<file path="config.mk">
export PLATFORM = sky130hd
export DESIGN_NAME = two_level_arb
export DESIGN_NICKNAME = d
export VERILOG_FILES = /design/src/rtl/arb_pkg.sv /design/src/rtl/arb_oh_enc.sv /design/src/rtl/arb_grp_split.sv /design/src/rtl/arb_rr_pick.sv /design/src/rtl/two_level_arb.sv
export SDC_FILE = /design/constraint.sdc
export NUM_CORES = 1
export LEC_CHECK = 0
export ABC_AREA = 1
export BUFFER_PORTS_ARGS = -buffer_cell sky130_fd_sc_hd__buf_2
export CORE_MARGIN = 1
export CORE_UTILIZATION = 30
export CTS_CLUSTER_DIAMETER = 80
export DETAILED_ROUTE_END_ITERATION = 12
export GPL_TIMING_DRIVEN = 0
export SLEW_MARGIN = 20
export SYNTH_ARGS = -nofsm -noshare
export SYNTH_HDL_FRONTEND = slang
export SYNTH_SLANG_ARGS = --single-unit
</file>
<file path="constraint.sdc">
create_clock -name clk -period 6.4 [get_ports clk]
set_clock_uncertainty 0.2 [all_clocks]
set_input_delay 0.32 -clock clk [delete_from_list [all_inputs] [get_ports clk]]
set_output_delay 0.32 -clock clk [all_outputs]
set_load 0.01 [all_outputs]
</file>
<file path="src/rtl/arb_pkg.sv">
package arb_pkg;

    typedef enum logic [1:0] {
        DEC_IDLE,
        DEC_TURN,
        DEC_WIN
    } grant_dec_e;

    function automatic int unsigned wrap_inc(int unsigned v, int unsigned m);
        return (v + 1 >= m) ? 0 : v + 1;
    endfunction

endpackage

</file>
<file path="src/rtl/arb_oh_enc.sv">
module arb_oh_enc #(
    parameter int unsigned W  = 5,
    parameter int unsigned IW = 3
) (
    input  logic [W-1:0]  oh,
    output logic          vld,
    output logic [IW-1:0] idx
);
    always_comb begin
        vld = |oh;
        idx = '0;
        for (int i = 0; i < W; i++) begin
            if (oh[i]) idx = IW'(i);
        end
    end
endmodule

</file>
<file path="src/rtl/arb_grp_split.sv">
module arb_grp_split #(
    parameter int unsigned N = 5
) (
    input  logic [N-1:0] req,
    input  logic [N-1:0] low_grp,
    output logic [N:0]   slot_req,
    output logic [N-1:0] low_req
);
    assign low_req = req & low_grp;

    for (genvar g = 0; g < N; g++) begin : g_slot
        assign slot_req[g] = req[g] & ~low_grp[g];
    end
    assign slot_req[N] = |low_req;
endmodule

</file>
<file path="src/rtl/arb_rr_pick.sv">
module arb_rr_pick #(
    parameter int unsigned W  = 6,
    parameter int unsigned PW = 3
) (
    input  logic [W-1:0]  cand,
    input  logic [PW-1:0] start,
    output logic          found,
    output logic [PW-1:0] idx
);
    always_comb begin
        found = 1'b0;
        idx   = '0;
        for (int i = 0; i < W; i++) begin
            if (!found && cand[(int'(start) + i) % W]) begin
                found = 1'b1;
                idx   = PW'((int'(start) + i) % W);
            end
        end
    end
endmodule

</file>
<file path="src/rtl/two_level_arb.sv">
module two_level_arb
    import arb_pkg::*;
#(
    parameter int unsigned N_MASTERS = 5
) (
    input  logic                 clk,
    input  logic                 rst,
    input  logic [N_MASTERS-1:0] req,
    input  logic [N_MASTERS-1:0] low_grp,
    input  logic                 bus_idle,
    input  logic                 txn_start,
    output logic [N_MASTERS-1:0] gnt
);
    localparam int unsigned N_SLOTS = N_MASTERS + 1;
    localparam int unsigned HPW     = $clog2(N_SLOTS);
    localparam int unsigned LPW     = (N_MASTERS > 1) ? $clog2(N_MASTERS) : 1;

    typedef struct packed {
        logic [N_MASTERS-1:0] gnt;
        logic [HPW-1:0]       hi_ptr;
        logic [LPW-1:0]       lo_ptr;
    } arb_state_t;

    arb_state_t st_d, st_q;

    logic                 owner_vld;
    logic [LPW-1:0]       owner_idx;
    logic                 started;
    logic [HPW-1:0]       hi_eff;
    logic [LPW-1:0]       lo_eff;
    logic [N_MASTERS:0]   slot_req;
    logic [N_MASTERS-1:0] low_req;
    logic                 hi_found, lo_found;
    logic [HPW-1:0]       hi_idx;
    logic [LPW-1:0]       lo_idx;
    logic                 sel_vld;
    logic [LPW-1:0]       sel_idx;
    logic [N_MASTERS-1:0] win;
    grant_dec_e           dec;
    logic [HPW-1:0]       hi_ptr_q;
    logic [LPW-1:0]       lo_ptr_q;

    arb_oh_enc #(.W(N_MASTERS), .IW(LPW)) u_owner (
        .oh  (st_q.gnt),
        .vld (owner_vld),
        .idx (owner_idx)
    );

    // pointer positions after an optional transaction start this clock
    always_comb begin
        started = txn_start && owner_vld;
        hi_eff  = st_q.hi_ptr;
        lo_eff  = st_q.lo_ptr;
        if (started) begin
            if (low_grp[owner_idx]) begin
                hi_eff = '0;
                lo_eff = LPW'(wrap_inc(32'(owner_idx), N_MASTERS));
            end else begin
                hi_eff = HPW'(32'(owner_idx) + 1);
            end
        end
    end

    arb_grp_split #(.N(N_MASTERS)) u_split (
        .req      (req),
        .low_grp  (low_grp),
        .slot_req (slot_req),
        .low_req  (low_req)
    );

    arb_rr_pick #(.W(N_SLOTS), .PW(HPW)) u_hi_pick (
        .cand  (slot_req),
        .start (hi_eff),
        .found (hi_found),
        .idx   (hi_idx)
    );

    arb_rr_pick #(.W(N_MASTERS), .PW(LPW)) u_lo_pick (
        .cand  (low_req),
        .start (lo_eff),
        .found (lo_found),
        .idx   (lo_idx)
    );

    always_comb begin
        sel_vld = 1'b0;
        sel_idx = '0;
        if (hi_found) begin
            if (32'(hi_idx) == N_MASTERS) begin
                sel_vld = lo_found;
                sel_idx = lo_idx;
            end else begin
                sel_vld = 1'b1;
                sel_idx = LPW'(hi_idx);
            end
        end

        for (int i = 0; i < N_MASTERS; i++) begin
            win[i] = sel_vld && (32'(sel_idx) == i);
        end

        if (!sel_vld) begin
            dec = DEC_IDLE;
        end else if (bus_idle && owner_vld && (win != st_q.gnt)) begin
            dec = DEC_TURN;
        end else begin
            dec = DEC_WIN;
        end

        st_d        = st_q;
        st_d.gnt    = (dec == DEC_WIN) ? win : '0;
        st_d.hi_ptr = hi_eff;
        st_d.lo_ptr = lo_eff;
    end

    always_ff @(posedge clk) begin
        if (rst) begin
            st_q <= '0;
        end else begin
            st_q <= st_d;
        end
    end

    assign gnt      = st_q.gnt;
    assign hi_ptr_q = st_q.hi_ptr;
    assign lo_ptr_q = st_q.lo_ptr;

endmodule

</file>
==> impl_results.md <==
* Max_cap viols at 0
* Pre-CTS setup slack at 491 ps
* Final Power at 1.88 mW
* Seq. cell area at 223 sq um
* Routed via count at 3271
* Most used cell, CP: nand2_1
* Status: finished, final reports clean
* Worst R2R Setup Slack at 670 ps
* Core Util, Final at 34.7%
* CTS buffer count at 3
* Antenna violations before repair at 0
* H-tree depth at 1
* Commonest cells after routing, fill and taps aside: nand2_1, nand3_1, inv_1
* Slowest cell on crit path: dfxtp_1
* Largest net degree at the start of global routing at 15
* Internal power at 691 uW
* Area of the multi-input gates at 2590 sq um
* Vias per cell at 4.71
* Final hold viol count at 0
* Post-Syn Area per Cell at 5.81 sq um
* CTS tree: built
* First-pass GRT wire length at 14100 um
* Die area at 10900 sq um
* Clock Sinks at 11
* Ant diodes at 0
* Routed WL at 8070 um
* Clk pin slew, worst setup/hold paths at 50 ps
* Share of cells above drive strength 1 at 18.9%
* Rows at 36
* Register bit total from synthesis at 11
* Final RePlAce weighted congestion at 0.919
* CTS max path bufs at 2
* Worst-Margin Slew at 641 ps
* Total global-route track usage at 15.3%
* Setup crit end kind: flip-flop
* Core box area at 9950 sq um
* Hold bufs inserted after CTS at 0
* Root buf cell: clkbuf_8
* Final worst slack at 667 ps
* Overflow after GRT at 0
* Synthesized Nets at 586
* Pleak at 1.88 nW
* Crit share post-route at 89.6%
* Fmax at 0.174 GHz
* Die X at 104 um
* P per Cell Area at 545 nW/um^2
* Pins Over Slew Limit at 0
* Unique masters post-synth at 42
* Die Y-Extent at 104 um
* Post-synth design cell area at 3130 sq um
* Hpwl dp at 6850 um
* Clock power frac at 3.7%
* Fillers at 1077
* Sequential cell fraction of total power at 4.8%
* Worst-path fanout max at 14
* Worst IR Drop VDD at 0.000191 V
* Worst EP arrival at 5700 ps
* Tmin final at 5730 ps
* Iteration-0 DRC Markers at 208
* CP Launch Type: flip-flop
* Synth warn at 0
* Post-route ant nets at 0
* Crit path largest cell delay at 410 ps
* Final setup violation count at 0
* Clock latency on the worst-skew pair at 240 ps
* Worst Hold Slack at 160 ps
* Hold WC Path Type: in -> reg
* Worst endpoint required time at 6360 ps
* Initial Util at 31.5%
* Post-synthesis sequential area ratio at 7.03%
* Most common cell after layout, fill and taps aside: nand2_1
* Combinational power share at 91.5%
* RSZ-0062 raised after global routing: no
* WS Path Type: reg -> reg
* First-pass detailed-route iteration total at 4
* TNS Setup at 0 ps
* Sw frac at 63.3%
* Nets at 610
* Max_slew headroom at 56.9%
* IO buf count at 18
* Ports at 19
* Vias in the first global route at 3229
* Routed len/inst at 11.6 um
* Post-synthesis cell count at 539
* Area grow syn2layout at 10.2%
* DRC violations left at 0
* Net load switching power at 1.19 mW
==> metal layers <==
metal	track usage (%)	vias up	part of all wire [%]
li1	-	1797	-
met1	20.0	1429	50
met2	27.8	39	47
met3	1.82	6	2.2
met4	1.22	0	0.50
met5	0	-	0
==> final timing paths <==
| kind | start | to | cells after the start |
|---|---|---|---|
| max | gnt[2] | gnt[4] | 49 |
| min | rst | hi_ptr_q[2] | 2 |
| max reg2reg | gnt[2] | gnt[4] | 49 |
| min reg2reg | hi_ptr_q[1] | hi_ptr_q[1] | 4 |
==> cells by family after synthesis <==
kind of cell	after synthesis	share of synthesized area [%]
AOI/OAI and AO/OA	45	8.75
xor gates and xnor gates	11	3.91
adders and majority gates	33	13.2
buffers and inverters	82	10.5
DFF	11	7.03
and+or+nand+nor	357	56.6
==> critical path, delay by kind of cell (launching register included) <==
family	cells	cell delay, ps
DFF	1	410
xor gates and xnor gates	1	180
and+or+nand+nor	34	3170
adders and majority gates	4	860
buffers and inverters	10	800
==> power groups by stage <==
stage                     clock network [mW]  logic, mW  registers (mW)
after floorplan                            0       1.39          0.0928
after global placement                     0       1.67          0.0918
after detailed placement                   0       1.69          0.0921
after CTS                             0.0718       1.71          0.0908
after global routing                  0.0762       1.97          0.0920
final                                 0.0694       1.72          0.0910
==> state kept, by name, summed over array words and instances (netlist names) <==
| register | count |
|---|---|
| lo_ptr_q | 3 |
| gnt | 5 |
| hi_ptr_q | 3 |
==> final cells by class <==
type / instances / share of cell area, %
clock buffers: 3 / 1.20
flip-flops and latches: 11 / 6.45
repair buffers: 19 / 2.83
plain buffers: 4 / 1.01
multi-input cells: 446 / 75.0
inverters: 78 / 8.55
clock inverters: 1 / 0.145
well taps: 133 / 4.82
==> metrics by stage <==
step                area, sq um  instances
finish                     3450        695
detailed placement         3390        690
floorplan                  3130        539
global route               3450        695
global placement           3390        690
CTS                        3440        694
==> repair_timing <==
action | in CTS | in global routing
buffers inserted | 0 | 1
endpoints found under the hold margin | 0 | 0
setup endpoints to repair | 0 | 5
gates resized for setup | 0 | 4
==> synth_stat cells, drive strengths merged <==
cell type	instances	area, sq um
a21oi	6	41.3
a31oi	1	6.26
and2	1	6.26
buf	4	35.0
clkinv	1	3.75
dfxtp	11	220
ha	33	413
inv	77	292
nand2	196	867
nand3	80	453
nand3b	4	30.0
nand4	22	150
nor2	47	224
nor3	1	5.00
nor4	1	6.26
o211ai	3	22.5
o21ai	30	161
o21bai	1	7.51
o31ai	4	35.0
or2	5	31.3
xnor2	1	8.76
xor2	10	114
(Power assumes the default switching activity.)
